`src/rtl/dma_arb_pkg.sv`:
```
package dma_arb_pkg;
  localparam int PRIO_W = 2;
  typedef logic [PRIO_W-1:0] prio_t;
  typedef enum logic {ST_ARB = 1'b0, ST_XFER = 1'b1} arb_state_e;

  // Level of channel c taken from the packed priority bus
  function automatic prio_t level_of(input logic [63:0] bus, input int c);
    return prio_t'(bus >> (c * PRIO_W));
  endfunction
endpackage

```
`src/rtl/dma_arb_elig.sv`:
```
module dma_arb_elig
  import dma_arb_pkg::*;
#(
  parameter int NUM_CH = 8,
  parameter int IW     = $clog2(NUM_CH)
) (
  input  logic [NUM_CH-1:0] en,
  input  logic [NUM_CH-1:0] m2m,
  input  logic [NUM_CH-1:0] cnt_nz,
  input  logic [NUM_CH-1:0] req,
  input  logic [NUM_CH-1:0] ack,
  input  logic              last_m2m,
  input  logic [IW-1:0]     last_idx,
  output logic [NUM_CH-1:0] elig,
  output logic [NUM_CH-1:0] cand
);
  logic [NUM_CH-1:0] last_oh;
  logic [NUM_CH-1:0] others;

  for (genvar c = 0; c < NUM_CH; c++) begin : g_ch
    // Software channels need no request; peripheral ones need a fresh request
    assign elig[c]    = en[c] & cnt_nz[c] & (m2m[c] | (req[c] & ~ack[c]));
    assign last_oh[c] = last_m2m & (last_idx == IW'(c));
  end

  assign others = elig & ~last_oh;
  // Yield the last software channel only when someone else is waiting
  assign cand   = (|others) ? others : elig;
endmodule

```
`src/rtl/dma_arb_pick.sv`:
```
module dma_arb_pick
  import dma_arb_pkg::*;
#(
  parameter int NUM_CH = 8,
  parameter int IW     = $clog2(NUM_CH)
) (
  input  logic [NUM_CH-1:0]        cand,
  input  logic [NUM_CH*PRIO_W-1:0] prio,
  output logic [IW-1:0]            win,
  output logic                     any
);
  logic [63:0] prio_wide;
  prio_t       best;

  assign prio_wide = 64'(prio);

  // Strictly greater keeps the lower index on a tie
  always_comb begin
    win  = '0;
    any  = 1'b0;
    best = '0;
    for (int c = 0; c < NUM_CH; c++) begin
      if (cand[c] && (!any || level_of(prio_wide, c) > best)) begin
        win  = IW'(c);
        best = level_of(prio_wide, c);
        any  = 1'b1;
      end
    end
  end
endmodule

```
`src/rtl/dma_arb_ack.sv`:
```
module dma_arb_ack #(
  parameter int NUM_CH = 8,
  parameter int IW     = $clog2(NUM_CH)
) (
  input  logic              clk,
  input  logic              rst_n,
  input  logic              grant_fire,
  input  logic [IW-1:0]     win,
  input  logic [NUM_CH-1:0] m2m,
  input  logic [NUM_CH-1:0] req,
  output logic [NUM_CH-1:0] ack
);
  for (genvar c = 0; c < NUM_CH; c++) begin : g_hs
    logic set_ack;
    logic clr_ack;
    assign set_ack = grant_fire & (win == IW'(c)) & ~m2m[c];
    assign clr_ack = ack[c] & ~req[c];

    always_ff @(posedge clk or negedge rst_n) begin
      if (!rst_n)       ack[c] <= 1'b0;
      else if (set_ack) ack[c] <= 1'b1;
      else if (clr_ack) ack[c] <= 1'b0;
    end
  end
endmodule

```
`src/rtl/dma_prio_arbiter.sv`:
```
module dma_prio_arbiter
  import dma_arb_pkg::*;
#(
  parameter int NUM_CH = 8,
  parameter int IW     = $clog2(NUM_CH)
) (
  input  logic                     clk,
  input  logic                     rst_n,
  input  logic [NUM_CH-1:0]        ch_en,
  input  logic [NUM_CH*PRIO_W-1:0] ch_prio,
  input  logic [NUM_CH-1:0]        ch_mem2mem,
  input  logic [NUM_CH-1:0]        ch_cnt_nz,
  input  logic [NUM_CH-1:0]        ch_req,
  input  logic                     xfer_done,
  output logic [IW-1:0]            gnt_idx,
  output logic                     gnt_valid,
  output logic [NUM_CH-1:0]        ch_ack
);
  arb_state_e        state_q;
  logic              last_m2m_q;
  logic [NUM_CH-1:0] elig;
  logic [NUM_CH-1:0] cand;
  logic [IW-1:0]     win_idx;
  logic              any_cand;
  logic              grant_fire;
  logic              grant_end;

  dma_arb_elig #(.NUM_CH(NUM_CH), .IW(IW)) u_elig (
    .en       (ch_en),
    .m2m      (ch_mem2mem),
    .cnt_nz   (ch_cnt_nz),
    .req      (ch_req),
    .ack      (ch_ack),
    .last_m2m (last_m2m_q),
    .last_idx (gnt_idx),
    .elig     (elig),
    .cand     (cand)
  );

  dma_arb_pick #(.NUM_CH(NUM_CH), .IW(IW)) u_pick (
    .cand (cand),
    .prio (ch_prio),
    .win  (win_idx),
    .any  (any_cand)
  );

  dma_arb_ack #(.NUM_CH(NUM_CH), .IW(IW)) u_ack (
    .clk        (clk),
    .rst_n      (rst_n),
    .grant_fire (grant_fire),
    .win        (win_idx),
    .m2m        (ch_mem2mem),
    .req        (ch_req),
    .ack        (ch_ack)
  );

  assign grant_fire = (state_q == ST_ARB) & any_cand;
  assign grant_end  = (state_q == ST_XFER) & xfer_done;
  assign gnt_valid  = (state_q == ST_XFER);

  always_ff @(posedge clk or negedge rst_n) begin
    if (!rst_n) begin
      state_q    <= ST_ARB;
      gnt_idx    <= '0;
      last_m2m_q <= 1'b0;
    end else if (grant_fire) begin
      state_q    <= ST_XFER;
      gnt_idx    <= win_idx;
      last_m2m_q <= ch_mem2mem[win_idx];
    end else if (grant_end) begin
      state_q    <= ST_ARB;
    end
  end
endmodule

```
`config.mk`:
```
export PLATFORM = sky130hd
export DESIGN_NAME = dma_prio_arbiter
export DESIGN_NICKNAME = d
export VERILOG_FILES = /design/src/rtl/dma_arb_pkg.sv /design/src/rtl/dma_arb_elig.sv /design/src/rtl/dma_arb_pick.sv /design/src/rtl/dma_arb_ack.sv /design/src/rtl/dma_prio_arbiter.sv
export SDC_FILE = /design/constraint.sdc
export NUM_CORES = 1
export LEC_CHECK = 0
export CAP_MARGIN = 10
export CORE_AREA = 8 8 80 61
export CTS_BUF_LIST = sky130_fd_sc_hd__clkbuf_16
export DETAILED_ROUTE_END_ITERATION = 7
export DIE_AREA = 0 0 88 69
export DONT_BUFFER_PORTS = 1
export HOLD_SLACK_MARGIN = 0.12
export PLACE_DENSITY = 0.73
export SKIP_CTS_REPAIR_TIMING = 1
export SYNTH_ARGS = -nofsm -noshare
export SYNTH_HDL_FRONTEND = slang
export SYNTH_SLANG_ARGS = --single-unit
```
`constraint.sdc`:
```
create_clock -name clk -period 22.2 [get_ports clk]
set_clock_uncertainty 0.2 [all_clocks]
set_input_delay 4.44 -clock clk [delete_from_list [all_inputs] [get_ports clk]]
set_output_delay 4.44 -clock clk [all_outputs]
set_load 0.1 [all_outputs]
```
==> summary.txt <==
Run status
  – Status: finished, final reports clean

STA
  – RSZ-0062 raised after global routing: false
  – Fin. Hold Viols: 0
  – Slew HR: 21.7%
  – Worst-Margin Slew: 1.17 ns
  – Pins Over Slew Limit: 0
  – Fin crit share: 68.4%
  – Final setup fails: 0
  – Final setup TNS: 0 ns
  – Min Hold Slack: 0.550 ns
  – Final min period: 15.19 ns
  – Fmax: 65.8 MHz

Placement
  – DP HPWL: 4390 um
  – Final Wtd Congestion: 0.954
  – Placed inst area: 0.00194 mm2
  – PortBufs: 0

Yosys
  – Synth Flop Type: dfrtp_1
  – Synth area leaders: dfrtp_1 17%, ha_1 9.2%, nand2_1 5.1%
  – Cells after Synth: 229
  – Yosys reg bits: 13
  – Post-synth EDFFs: 0
  – Ys Warns: 0
  – Syn nets: 294
  – Async set or reset register ratio after synthesis: 100%
  – Cell accounting for the most synthesized area: dfrtp_1
  – Synth cell types: 66
  – Mapped Avg Cell Area: 8.28 um2
  – Area share of the largest cell type after synthesis: 17.2%
  – Seq/Total Area, Yosys: 17.2%
  – Area of the mapped netlist: 0.00190 mm2

Worst setup path
  – Reg2reg end: u_ack.ack[0]
  – Required time of the critical path: 22.14 ns
  – Reg-to-Reg Start: gnt_idx[1]
  – CP top delay family: compound AO/OA/AOI/OAI gates
  – Critical Setup Path Class: primary input to register
  – Startpoint Class: primary input
  – FF-to-FF path depth: 48
  – Worst path max stage delay: 0.44 ns
  – Flop-to-flop setup slack: 10.16 ns
  – Worst setup EP type: register
  – CP max-delay cell: a311o_2
  – CP bufs+invs: 2
  – Cell mode on critical path: ha_1
  – CP arrival: 15.13 ns
  – Worst-path maximum fanout: 9

Finish
  – Layout area overhead: 6.40%
  – Antenna fix cells: 0
  – Most frequent cells in the layout: 26 x nand2_1, 19 x inv_1, 16 x o21ai_0
  – Share of post-route cells with drive strength above 1: 16.9%
  – Most common cell after layout, fill and taps aside: nand2_1
  – Register area: 325 um2
  – Multi-input gate area: 0.00147 mm2
  – Post-route design area: 0.00202 mm2
  – Post-layout net count: 297
  – Final Util: 54.8%
  – FILL cells: 353

Routing
  – Vias per Instance: 6.33
  – Detailed router's first-iteration violation count: 150
  – Detailed Routing Iterations Pass 1: 4
  – Vias: 1790
  – Antenna Nets Post-Route: 0
  – WL/cell: 17.8 um
  – DRC: 0
  – DRT Wirelength: 5030 um

Floorplanning
  – Die Area: 0.00607 mm2
  – Chip height: 69 um
  – Core Footprint: 0.00368 mm2
  – IO Pins: 63
  – Num rows: 19
  – Die Width: 88 um
  – Initial core utilization: 51.5%

Min path
  – Worst Hold Launch: last_m2m_q
  – Hold path depth: 2
  – Hold endpoint: last_m2m_q
  – Hold crit path type: register to register

CTS
  – H-tree depth: 1
  – Num CTS Buffers: 3
  – Worst-Skew Late Latency: 0.24 ns
  – Root Driver: clkbuf_16
  – Clock-pin slew on the worst setup and hold paths: 0.04 ns
  – CTS max path bufs: 2
  – CTS tree: done
  – Clock sink count: 13

GRT
  – Grt ovf: 0
  – Initial antenna violation count: 0
  – M3 GR Usage: 5.56%
  – GRT busiest layer: met2
  – Maximum number of pins on one net before global-route repair: 14
  – First-pass GRT wire length: 8080 um
  – Vias in the first global route: 1639
  – GRT Total Usage: 16.2%
  – Met1 GRT Util: 22.6%
  – GR Util met2: 23.5%

Pwr
  – Worst VDD drop: 0.0000829 V
  – Leak: 0.894 nW
  – PD cells: 107 mW/mm2

Flow run
  – Max cap viols: 0
==> report_power, final <==
part / leakage, nW / internal, W / total [W] / switching (W)
clock network: 0.0423 / 0.0000237 / 0.0000333 / 0.00000958
registers: 0.170 / 0.0000300 / 0.0000703 / 0.0000403
logic: 0.681 / 0.0000419 / 0.000113 / 0.0000712
==> worst reg2reg max path, delay by kind of cell (launching register included) <==
family | cells | cell delay (ns)
AND/OR/NAND/NOR | 12 | 2.18
buffers and inverters | 2 | 0.13
flip-flops | 1 | 1.11
multiplexers | 5 | 1.48
adder cells (fa/ha/maj) | 7 | 1.95
AO/OA/AOI/OAI | 22 | 4.91
==> worst max path at each step <==
| stage | slack, ns | cells past startpoint | startpoint | end |
|---|---|---|---|---|
| floorplan | 8.07 | 47 | ch_req[7] | u_ack.ack[3] |
| global placement | 6.99 | 48 | ch_req[1] | u_ack.ack[0] |
| detailed placement | 6.80 | 48 | ch_req[1] | u_ack.ack[0] |
| CTS | 7.02 | 48 | ch_req[1] | u_ack.ack[0] |
| global route | 6.16 | 48 | ch_req[1] | u_ack.ack[0] |
| finish | 7.01 | 48 | ch_req[7] | u_ack.ack[0] |
==> metrics by stage <==
stage | cells | worst slack, ns | total power (W)
finish | 283 | 7.01 | 0.000217
CTS | 283 | 7.02 | 0.000216
floorplan | 229 | 8.07 | 0.000164
detailed placement | 279 | 6.80 | 0.000182
global placement | 279 | 6.99 | 0.000181
global route | 283 | 6.16 | 0.000231
==> cells by family after synthesis <==
| logic type | count (synthesis) | synth area share (%) |
|---|---|---|
| AO/OA/AOI/OAI | 93 | 39.2 |
| buffers and inverters | 22 | 5.54 |
| multiplexers | 11 | 6.93 |
| flip-flops | 13 | 17.2 |
| AND/OR/NAND/NOR | 76 | 22.0 |
| adder cells (fa/ha/maj) | 14 | 9.23 |
==> registers in the layout (all words and copies together) (netlist names) <==
name,flops
gnt_idx,3
gnt_valid,1
last_m2m_q,1
u_ack.ack,8
==> cell usage after synthesis, types with 5 or more instances <==
cell / n
a21oi_1: 11
dfrtp_1: 13
ha_1: 14
inv_1: 18
mux2_2: 5
nand2_1: 26
nand2b_1: 6
nor2_1: 10
nor2b_1: 9
o211a_1: 5
o211ai_1: 9
o21ai_0: 16
o31ai_1: 7
==> area by class of cell <==
| class | count | area share (%) |
|---|---|---|
| repair buffers | 2 | 0.744 |
| well taps | 52 | 3.22 |
| clock buffers | 3 | 3.72 |
| multi-input cells | 194 | 72.7 |
| inverters | 18 | 3.35 |
| clock inverters | 1 | 0.186 |
| flip-flops and latches | 13 | 16.1 |
==> per-layer routing <==
metal | part of all wire, % | up-vias
li1 | - | 887
met1 | 43 | 819
met2 | 43 | 82
met3 | 13 | 2
met4 | 0.26 | 0
met5 | 0 | -
No activity file was read; power rests on OpenSTA's default activity.
